**config.mk**
```make
export PLATFORM = sky130hd
export DESIGN_NAME = cart_read_frontend
export DESIGN_NICKNAME = d
export VERILOG_FILES = /design/src/rtl/cartfe_pkg.sv /design/src/rtl/cartfe_cmd_decode.sv /design/src/rtl/cartfe_query_table.sv /design/src/rtl/cartfe_xfer_ctrl.sv /design/src/rtl/cart_read_frontend.sv
export SDC_FILE = /design/constraint.sdc
export NUM_CORES = 1
export LEC_CHECK = 0
export BUFFER_PORTS_ARGS = -buffer_cell sky130_fd_sc_hd__buf_2
export CAP_MARGIN = 20
export CORE_ASPECT_RATIO = 0.7
export CORE_UTILIZATION = 32
export DETAILED_ROUTE_END_ITERATION = 6
export REMOVE_ABC_BUFFERS = 1
export SYNTH_ARGS = -nofsm -noshare
export SYNTH_HDL_FRONTEND = slang
export SYNTH_SLANG_ARGS = --single-unit
```
**constraint.sdc**
```tcl
create_clock -name clk -period 6.2 [get_ports clk]
set_input_delay 0 -clock clk [delete_from_list [all_inputs] [get_ports clk]]
set_output_delay 0 -clock clk [all_outputs]
set_load 0.02 [all_outputs]
```
**src/rtl/cartfe_pkg.sv**
```systemverilog
package cartfe_pkg;

   localparam logic [15:0] CART_ID_DEFAULT = 16'h5504;
   localparam logic [15:0] QRY_ON_ADDR     = 16'h00AA;
   localparam logic [15:0] QRY_ON_DATA     = 16'h0098;
   localparam logic [15:0] QRY_OFF_ADDR    = 16'h0000;
   localparam logic [15:0] QRY_OFF_DATA    = 16'h00F0;
   localparam int          ID_LIMIT_W      = 7;

   typedef enum logic [1:0] {
      SRC_NONE  = 2'd0,
      SRC_TABLE = 2'd1,
      SRC_PLAIN = 2'd2,
      SRC_CRYPT = 2'd3
   } rd_src_e;

   function automatic logic [15:0] resolve_id(input logic [15:0] raw);
      return (raw == 16'h0000) ? CART_ID_DEFAULT : raw;
   endfunction

endpackage

```
**src/rtl/cartfe_cmd_decode.sv**
```systemverilog
module cartfe_cmd_decode
   import cartfe_pkg::*;
#(
   parameter int DATA_W = 32
) (
   input  logic              clk,
   input  logic              rst_n,
   input  logic              wr_en,
   input  logic [15:0]       wr_addr,
   input  logic [DATA_W-1:0] wr_data,
   output logic              query_active
);

   localparam logic [DATA_W-1:0] ON_D  = DATA_W'(QRY_ON_DATA);
   localparam logic [DATA_W-1:0] OFF_D = DATA_W'(QRY_OFF_DATA);

   if (DATA_W < 16) begin : g_chk_w
      $error("cartfe_cmd_decode: DATA_W must be at least 16");
   end

   logic go_on, go_off, q_q;

   always_comb begin
      go_on  = wr_en && (wr_addr == QRY_ON_ADDR)  && (wr_data == ON_D);
      go_off = wr_en && (wr_addr == QRY_OFF_ADDR) && (wr_data == OFF_D);
   end

   always_ff @(posedge clk) begin
      if (!rst_n)      q_q <= 1'b0;
      else if (go_on)  q_q <= 1'b1;
      else if (go_off) q_q <= 1'b0;
   end

   assign query_active = q_q;

   assert_query_enter_R2: assert property (@(posedge clk) disable iff (!rst_n)
      (wr_en && wr_addr == 16'h00AA && wr_data == DATA_W'(16'h0098)) |=> query_active);

   assert_query_leave_R3: assert property (@(posedge clk) disable iff (!rst_n)
      (wr_en && wr_addr == 16'h0000 && wr_data == DATA_W'(16'h00F0)) |=> !query_active);

   assert_query_hold_R3: assert property (@(posedge clk) disable iff (!rst_n)
      (!wr_en || ((wr_addr != 16'h00AA || wr_data != DATA_W'(16'h0098)) &&
                  (wr_addr != 16'h0000 || wr_data != DATA_W'(16'h00F0))))
      |=> $stable(query_active));

endmodule

```
**src/rtl/cartfe_query_table.sv**
```systemverilog
module cartfe_query_table
   import cartfe_pkg::*;
#(
   parameter int                      TBL_WORDS = 8,
   parameter logic [TBL_WORDS*16-1:0] TBL_INIT  = '0,
   parameter int                      BANK_W    = 3
) (
   input  logic              query_active,
   input  logic [BANK_W-1:0] bank,
   input  logic [14:0]       word_idx,
   input  logic [15:0]       cart_id,
   output logic              hit,
   output logic [15:0]       word
);

   localparam int SEL_W = (TBL_WORDS > 1) ? $clog2(TBL_WORDS) : 1;

   if (TBL_WORDS < 1 || TBL_WORDS > 32768) begin : g_chk_depth
      $error("cartfe_query_table: TBL_WORDS out of range");
   end
   if (BANK_W < 1 || BANK_W > ID_LIMIT_W) begin : g_chk_bank
      $error("cartfe_query_table: BANK_W out of range");
   end

   logic [15:0] rom_words [TBL_WORDS];

   for (genvar g = 0; g < TBL_WORDS; g++) begin : g_word
      assign rom_words[g] = TBL_INIT[g*16 +: 16];
   end

   logic [15:0]           id_eff;
   logic [ID_LIMIT_W-1:0] limit;
   logic                  in_range;
   logic [SEL_W-1:0]      sel;

   always_comb begin
      id_eff   = resolve_id(cart_id);
      limit    = id_eff[ID_LIMIT_W-1:0];
      hit      = query_active && (ID_LIMIT_W'(bank) < limit);
      in_range = (32'(word_idx) < TBL_WORDS);
      sel      = word_idx[SEL_W-1:0];
      word     = in_range ? rom_words[sel] : 16'h0000;
   end

endmodule

```
**src/rtl/cartfe_xfer_ctrl.sv**
```systemverilog
module cartfe_xfer_ctrl #(
   parameter int AW      = 29,
   parameter int ENC_BIT = 30
) (
   input  logic          clk,
   input  logic          rst_n,
   input  logic          off_wr_en,
   input  logic [31:0]   off_wr_data,
   input  logic          rd_go,
   input  logic          rd_size4,
   input  logic          auto_inc,
   output logic          enc_active,
   output logic          xfer_ready,
   output logic [AW-1:0] cur_addr,
   output logic          dec_restart
);

   localparam logic [31:0] LOAD_MASK = 32'((64'd1 << AW) - 64'd1) & ~32'd1;

   if (AW < 2 || AW > 31) begin : g_chk_aw
      $error("cartfe_xfer_ctrl: AW out of range");
   end
   if (ENC_BIT < AW || ENC_BIT > 31) begin : g_chk_enc
      $error("cartfe_xfer_ctrl: ENC_BIT must sit above the address field");
   end

   logic [31:0]   off_q;
   logic          rdy_q;
   logic [AW-1:0] pos_q;
   logic [31:0]   masked;
   logic [AW-1:0] load_addr;
   logic [AW-1:0] step;

   always_comb begin
      masked      = off_q & LOAD_MASK;
      load_addr   = masked[AW-1:0];
      cur_addr    = rdy_q ? pos_q : load_addr;
      step        = rd_size4 ? AW'(4) : AW'(2);
      enc_active  = off_q[ENC_BIT];
      xfer_ready  = rdy_q;
      dec_restart = rd_go && !rdy_q && off_q[ENC_BIT];
   end

   always_ff @(posedge clk) begin
      if (!rst_n) begin
         off_q <= '0;
         rdy_q <= 1'b0;
         pos_q <= '0;
      end else if (off_wr_en) begin
         off_q <= off_wr_data;
         rdy_q <= 1'b0;
      end else if (rd_go) begin
         rdy_q <= 1'b1;
         pos_q <= auto_inc ? (cur_addr + step) : cur_addr;
      end
   end

   assert_offset_write_drops_ready_R7: assert property (@(posedge clk) disable iff (!rst_n)
      off_wr_en |=> !xfer_ready);

   assert_first_read_loads_R7: assert property (@(posedge clk) disable iff (!rst_n)
      (rd_go && !off_wr_en && !xfer_ready && !auto_inc)
      |=> (xfer_ready && cur_addr == $past(load_addr)));

   assert_restart_then_ready_R8: assert property (@(posedge clk) disable iff (!rst_n)
      (dec_restart && !off_wr_en) |=> (xfer_ready && !dec_restart));

   assert_advance_R9: assert property (@(posedge clk) disable iff (!rst_n)
      (rd_go && !off_wr_en && auto_inc) |=> cur_addr == $past(cur_addr) + $past(step));

   assert_position_hold_R9: assert property (@(posedge clk) disable iff (!rst_n)
      (!rd_go && !off_wr_en) |=> $stable(cur_addr));

endmodule

```
**src/rtl/cart_read_frontend.sv**
```systemverilog
module cart_read_frontend
   import cartfe_pkg::*;
#(
   parameter int                      DATA_W    = 32,
   parameter int                      AW        = 29,
   parameter int                      ENC_BIT   = 30,
   parameter int                      BANK_LSB  = 26,
   parameter int                      BANK_W    = 3,
   parameter logic [31:0]             ROM_BYTES = 32'h0100_0000,
   parameter int                      TBL_WORDS = 8,
   parameter logic [TBL_WORDS*16-1:0] TBL_INIT  =
      128'h0000_0040_0000_0002_0059_0052_0051_0000
) (
   input  logic              clk,
   input  logic              rst_n,
   input  logic              cmd_wr_en,
   input  logic [15:0]       cmd_wr_addr,
   input  logic [DATA_W-1:0] cmd_wr_data,
   input  logic              off_wr_en,
   input  logic [31:0]       off_wr_data,
   input  logic              rd_en,
   input  logic [31:0]       rd_addr,
   input  logic              rd_size4,
   input  logic              auto_inc,
   input  logic [15:0]       cart_id,
   input  logic [DATA_W-1:0] rom_rdata,
   input  logic [DATA_W-1:0] dec_rdata,
   output logic [AW-1:0]     rom_addr,
   output logic              dec_restart,
   output logic [DATA_W-1:0] rd_data,
   output logic              rd_valid,
   output logic              query_active,
   output logic              enc_active,
   output logic              xfer_ready
);

   if (DATA_W < 32) begin : g_chk_dw
      $error("cart_read_frontend: DATA_W must hold a 4-byte access");
   end
   if (BANK_LSB + BANK_W > 32 || BANK_LSB < 16) begin : g_chk_bank
      $error("cart_read_frontend: bank field must sit above the table index");
   end

   logic        tbl_hit;
   logic [15:0] tbl_word;
   logic        rom_go;
   logic        beyond;
   rd_src_e     src;
   logic [DATA_W-1:0] raw_data, next_data;

   cartfe_cmd_decode #(.DATA_W(DATA_W)) u_cmd (
      .clk          (clk),
      .rst_n        (rst_n),
      .wr_en        (cmd_wr_en),
      .wr_addr      (cmd_wr_addr),
      .wr_data      (cmd_wr_data),
      .query_active (query_active)
   );

   cartfe_query_table #(
      .TBL_WORDS (TBL_WORDS),
      .TBL_INIT  (TBL_INIT),
      .BANK_W    (BANK_W)
   ) u_tbl (
      .query_active (query_active),
      .bank         (rd_addr[BANK_LSB +: BANK_W]),
      .word_idx     (rd_addr[15:1]),
      .cart_id      (cart_id),
      .hit          (tbl_hit),
      .word         (tbl_word)
   );

   assign rom_go = rd_en && !tbl_hit;

   cartfe_xfer_ctrl #(.AW(AW), .ENC_BIT(ENC_BIT)) u_xfer (
      .clk         (clk),
      .rst_n       (rst_n),
      .off_wr_en   (off_wr_en),
      .off_wr_data (off_wr_data),
      .rd_go       (rom_go),
      .rd_size4    (rd_size4),
      .auto_inc    (auto_inc),
      .enc_active  (enc_active),
      .xfer_ready  (xfer_ready),
      .cur_addr    (rom_addr),
      .dec_restart (dec_restart)
   );

   always_comb begin
      beyond = (32'(rom_addr) >= ROM_BYTES);
      if (tbl_hit)         src = SRC_TABLE;
      else if (enc_active) src = SRC_CRYPT;
      else                 src = SRC_PLAIN;
      case (src)
         SRC_TABLE: raw_data = DATA_W'(tbl_word);
         SRC_CRYPT: raw_data = dec_rdata;
         SRC_PLAIN: raw_data = beyond ? '0 : rom_rdata;
         default:   raw_data = '0;
      endcase
      next_data = rd_size4 ? raw_data : DATA_W'(raw_data[15:0]);
   end

   always_ff @(posedge clk) begin
      if (!rst_n) begin
         rd_valid <= 1'b0;
         rd_data  <= '0;
      end else begin
         rd_valid <= rd_en;
         if (rd_en) rd_data <= next_data;
      end
   end

   assert_valid_after_read_R11: assert property (@(posedge clk) disable iff (!rst_n)
      rd_en |=> rd_valid);

   assert_no_valid_without_read_R11: assert property (@(posedge clk) disable iff (!rst_n)
      !rd_en |=> !rd_valid);

   assert_half_upper_zero_R11: assert property (@(posedge clk) disable iff (!rst_n)
      (rd_en && !rd_size4) |=> (rd_data[DATA_W-1:16] == '0));

   assert_beyond_rom_zero_R10: assert property (@(posedge clk) disable iff (!rst_n)
      (rom_go && !enc_active && (32'(rom_addr) >= ROM_BYTES)) |=> (rd_data == '0));

   assert_table_no_side_effect_R4: assert property (@(posedge clk) disable iff (!rst_n)
      (rd_en && tbl_hit && !off_wr_en) |=> ($stable(xfer_ready) && $stable(rom_addr)));

   assert_restart_needs_rom_read_R8: assert property (@(posedge clk) disable iff (!rst_n)
      dec_restart |-> (rd_en && !query_active) || (rd_en && query_active));

   assert_crypt_data_R6: assert property (@(posedge clk) disable iff (!rst_n)
      (rom_go && enc_active && rd_size4) |=> (rd_data == $past(dec_rdata)));

endmodule

```
After elaboration in Yosys (flattened, before gate mapping)
Memories as Yosys holds them, arrays and structs flattened. Cells that the tools add are included.

$add $sub $neg: 1. Magnitude comparators: 4. Equal/unequal tests: 6. Multiplexer cells: 14. Bitwise gates (word level): 3. Reductions and logical operators: 15.

Operators with widths (count): one-hot mux 32 bit (3 select lines) (1); equality test 32 x 8 -> 1 bit (second input constant) (2); 2-to-1 mux 32 bit (2); 2-to-1 mux 29 bit (2); 2-to-1 mux 16 bit (3); logical NOT 16 bit (2); adder 29 bit (1); >= comparator 29 x 25 -> 1 bit (second input constant) (1); equality test 16 x 8 -> 1 bit (second input constant) (1); < comparator 15 x 4 -> 1 bit (second input constant) (1); logical AND 1 bit (8); < comparator 3 x 7 -> 1 bit (1); 2-to-1 mux 7 bit (1); equality test 2 bit (second input constant) (2); >= comparator 4 bit (second input constant) (1); NOT 3 -> 4 bit (1); 2-to-1 mux 1 bit (3); 2-to-1 mux 3 bit (1); equality test 2 x 1 -> 1 bit (second input constant) (1); logical NOT 1 bit (2); 2-to-1 mux 2 bit (1); NOT 1 bit (2); AND reduction 2 bit (1); nonzero test 2 bit (1); OR reduction 2 bit (1).

Flip-flop bits (word level): 95. ROM bits: 128. Output and inout port bits: 66. Word-level logic and storage cells: 50. Memories kept: 1.

Memories: (name not given) (depth 8, width 16, read ports 1, clocked after memory_dff 0, wr ports 0, line cartfe_query_table.sv:42) `word = in_range ? rom_words[sel] : 16'h0000;`.

Logic depth before layout (Yosys ltp)
Depth after elaboration: 8. Mapped depth: 15. Gate-level depth less buffers: 10.

By module
Synthesis repeated with hierarchy kept, for this count alone.

Cells, all modules: 656. Area total of the unflattened synthesis: 5609.1 um2.

Modules (own cells, without submodules): cartfe_xfer_ctrl (instances 1, cells each 388, area an instance 3467.1 um2); cart_read_frontend (instances 1, cells each 205, area an instance 1686.6 um2); cartfe_query_table (instances 1, cells each 38, area an instance 254.0 um2); cartfe_cmd_decode (instances 1, cells each 25, area an instance 201.4 um2).

Worst setup path after synthesis
OpenSTA, ideal clock, no wires.

Path kind: register to register. From: reg u_xfer.rdy_q (netlist: u_xfer.xfer_ready). To: reg u_xfer.pos_q[26]. Library setup time: 132 ps. Arrival: 3215 ps. Required time: 6068 ps. Slack: 2854 ps. Cell stages (with the launch flop): 14. Buffers on the path: 5. Cells stage by stage: dfxtp_1 buf_6 buf_4 buf_4 clkbuf_1 mux2_2 ha_1 a21oi_1 and3b_1 clkbuf_1 nand3_1 o31a_1 o21ai_0 a21oi_1.

Cells in the longest elaborated chain, start to end: 3.

RTL lines: start: declaration (line cartfe_xfer_ctrl.sv:28) `logic rdy_q;`; start signal: assignment (line cartfe_xfer_ctrl.sv:47) `rdy_q <= 1'b0;`; start signal: assignment (line cartfe_xfer_ctrl.sv:51) `rdy_q <= 1'b0;`; start signal: assignment (line cartfe_xfer_ctrl.sv:53) `rdy_q <= 1'b1;`; 2-to-1 mux 29 bit (line cartfe_xfer_ctrl.sv:37) `cur_addr = rdy_q ? pos_q : load_addr;`; net rom_addr[2] (line cart_read_frontend.sv:28) `output logic [AW-1:0] rom_addr,`; adder 29 bit (line cartfe_xfer_ctrl.sv:54) `pos_q <= auto_inc ? (cur_addr + step) : cur_addr;`; 2-to-1 mux 29 bit (line cartfe_xfer_ctrl.sv:54); end signal: assignment (line cartfe_xfer_ctrl.sv:54); end: declaration (line cartfe_xfer_ctrl.sv:29) `logic [AW-1:0] pos_q;`.

The timed path passes the listed nets, and every way through them passes these cells. A chain may end at the register's enable or synchronous reset.

Worst setup path in the final report
From: reg u_xfer.rdy_q (netlist: u_xfer.xfer_ready). To: reg u_xfer.pos_q[21].

Cells in the longest elaborated chain, start to end: 3.

RTL lines (line): 2-to-1 mux 29 bit (*) (cartfe_xfer_ctrl.sv:37); adder 29 bit (cartfe_xfer_ctrl.sv:54); 2-to-1 mux 29 bit (*) (cartfe_xfer_ctrl.sv:54).

Every way passes the cells marked *; elsewhere a longest branch is shown, timed or not.

==> results.py <==
metrics = {
    "synth": {
        "synth_edf_count": 0,
        "yosys_warnings": 0,
        "netlist_instances": 588,
        "synthArstFlopShare": 0,
        "syn_area_sq_um": 4940,
        "ys_seq_area_frac": 0.377,
        "synth_top_area_share": 0.377,
        "synth.largest_area_cell": "dfxtp_1",
        "ys_ff_latch": 93,
        "syn_area_per_cell_sq_um": 8.40,
        "synth_flop_cell": "dfxtp_1",
        "ys_types": 57,
        "yosys-top-cells-area": "dfxtp_1, mux2i_1, nand2_1",
    },
    "floorplanning": {
        "fp.dieArea_sq_um": 15900,
        "start_util": 0.331,
        "chipWidth_um": 151,
        "floorplan.io_pins": 265,
        "rows": 37,
        "core-area_sq_um": 14900,
        "die_h_um": 106,
    },
    "place": {
        "placed_area_sq_um": 6280,
        "gp_congestion": 0.754,
        "dpl.hpwl_mm": 10.7,
        "port-buffer-count": 247,
    },
    "pwr": {
        "pwr-share-comb": 0.201,
        "p_int_uw": 1040,
        "ir_drop_uv": 119,
        "pwr-share-seq": 0.439,
        "p_leak_uw": 0.00306,
        "switching_share": 0.287,
        "p_clk_frac": 0.360,
        "p_per_area_nw_per_um2": 211,
        "p_switching_uw": 419,
    },
    "critical_path": {
        "cpPeakStageDelay_ns": 0.46,
        "startpoint_type": "register",
        "worstPathBufferInverterCount": 2,
        "path_cells": "buf_4 > mux2_2 > ha_1 > inv_1 > fa_1 > nor2b_1 > and2_1 > nand3_1 > o31a_1 > o21ai_0 > a21oi_1",
        "critPathCaptureType": "register",
        "critPathKind": "register to register",
        "required_ns": 6.39,
        "critPathArrivalTime_ns": 3.64,
        "cpLargestDelayFamily": "simple AND/OR/NAND/NOR gates",
        "cp_slowest_cell": "buf_4",
        "cp_max_fo": 47,
    },
    "sta": {
        "fmax_mhz": 290,
        "final_max_slew_viol_count": 0,
        "finalSetupViolCount": 0,
        "relSlewSlack": 0.374,
        "timing.final.crit_share": 0.556,
        "hold_violations": 0,
        "worst_pin_slew_ns": 0.938,
        "rsz0062_at_grt": "no",
        "clock_skew_ns": 0.00645,
        "layout_min_cycle_time_ns": 3.44,
        "setup_tns_ns": 0,
    },
    "routing": {
        "viasPerCell": 4.87,
        "ant_nets": 0,
        "wl_per_cell_um": 14.4,
        "wl_mm": 15.0,
        "drc": 0,
        "drtPass1Iterations": 5,
        "drt-initial-drc-count": 182,
        "vias": 5094,
    },
    "final_layout": {
        "layout_commonest_cell": "buf_2",
        "design_area_sq_um": 6910,
        "final_nets": 1049,
        "antenna_cells": 0,
        "syn_to_final_growth_pct": 39.8,
        "drive_gt1_frac": 0.359,
        "most-common-layout-cells": "buf_2, dfxtp_1, nand2_1",
    },
    "global_route": {
        "grt_pass1_wl_mm": 23.9,
        "grt_antenna_before_repair": 0,
        "grt_max_degree": 55,
        "grt_pass1_vias": 4952,
        "grtUsageTotal": 0.189,
        "overflow": 0,
    },
    "clock_network": {
        "clock_latency_ns": 0.34,
        "clkSlewWorstSetupHoldPaths_ns": 0.07,
        "cts_tree": "yes",
        "htree_num_levels": 3,
        "clockBufferDepth": 2,
        "clock-sinks": 93,
        "cts_inserted_buffers": 9,
        "cts-root-buf": "clkbuf_16",
    },
    "outcome": {
        "run_status": "finished clean",
    },
    "flow_run": {
        "cap_violations": 0,
    },
    "worst_hold_path": {
        "hold_class": "input port to register",
    },
}
## cells by family after synthesis
logic type / synth area share
flip-flops: 0.377
AND/OR/NAND/NOR: 0.228
adder cells (fa/ha/maj): 0.0142
buffers and inverters: 0.0511
AO/OA/AOI/OAI: 0.183
XOR/XNOR: 0.0284
multiplexers: 0.118
## worst paths after layout
check | cells past startpoint | end | slack [ns] | start
worst max register to register | 11 | u_xfer.pos_q[21] | 2.76 | u_xfer.xfer_ready
worst min-delay path | 3 | rd_data[1] | 0.02 | rd_addr[1]
worst min register to register | 2 | u_xfer.pos_q[0] | 0.43 | u_xfer.pos_q[0]
worst max-delay path | 11 | u_xfer.pos_q[21] | 2.76 | u_xfer.xfer_ready
## synth_stat cells (2+ instances only)
cell type  number
a211oi_1        3
a21oi_1        42
a22o_1         16
a22oi_1        16
a31oi_1         3
and2_1         15
buf_1           6
buf_2           7
buf_4           4
buf_6           2
clkbuf_1       23
dfxtp_1        93
ha_1            4
inv_1          14
mux2_2         19
mux2i_1        34
nand2_1        89
nand2b_1        6
nand3_1        22
nand3b_1        2
nand4_1        12
nand4b_1        2
nor2_1         41
nor3_1          4
nor4_1         22
o211ai_1        4
o21ai_0        13
o221ai_1        2
o22ai_1         8
o2bb2ai_1      11
o31a_1          6
o32a_1          4
xnor2_1        11
xor2_1          5
## flip-flops by register name (all words and copies together), names as in the netlist
register / flops
u_xfer.pos_q: 29
u_xfer.off_q: 29
u_cmd.query_active: 1
u_xfer.xfer_ready: 1
rd_data: 32
rd_valid: 1
## layout make-up
cell class | instances | area (sq um)
Clock buffer | 9 | 225
Sequential cell | 93 | 1860
Timing Repair Buffer | 288 | 1630
Tap cell | 195 | 244
Fill cell | 1537 | 8000
Clock inverter | 7 | 58.8
Multi-Input combinational cell | 438 | 2830
Inverter | 15 | 56.3
## per-layer routing
layer | global-route usage | routed length [um]
met5 | 0 | 0
met1 | 0.254 | 7590
met4 | 0.0303 | 46
met3 | 0.0442 | 774
met2 | 0.309 | 6600
## power by group through the flow
stage,clock network [uW],registers [uW],logic (uW)
after floorplan,0,670,133
after global placement,0,653,277
after detailed placement,0,653,277
after CTS,548,640,294
after global routing,566,643,324
final,525,640,293
## what timing repair did
action,4_1_cts,5_1_grt
hold buffers,32,0
setup buffers,0,0
hold endpoints to repair,31,0
resized for setup,0,0
## worst min-delay path: cells and delay by family
kind / cells / cell delay (ns)
compound gates: 2 / 0.21
buf+inv: 1 / 0.10
## metrics by stage
stage               cells  hold slack [ns]  setup WS, ns  total power (uW)  utilization
floorplan             546           0.0728          2.50               803            -
global placement      995            0.237          2.77               930        0.421
detailed placement    995            0.242          2.76               931        0.421
CTS                  1043          0.00544          2.77              1480        0.462
global route         1045           0.0303          2.48              1530        0.463
finish               1045           0.0220          2.76              1460        0.463
Power figures use the tool's default switching activity.
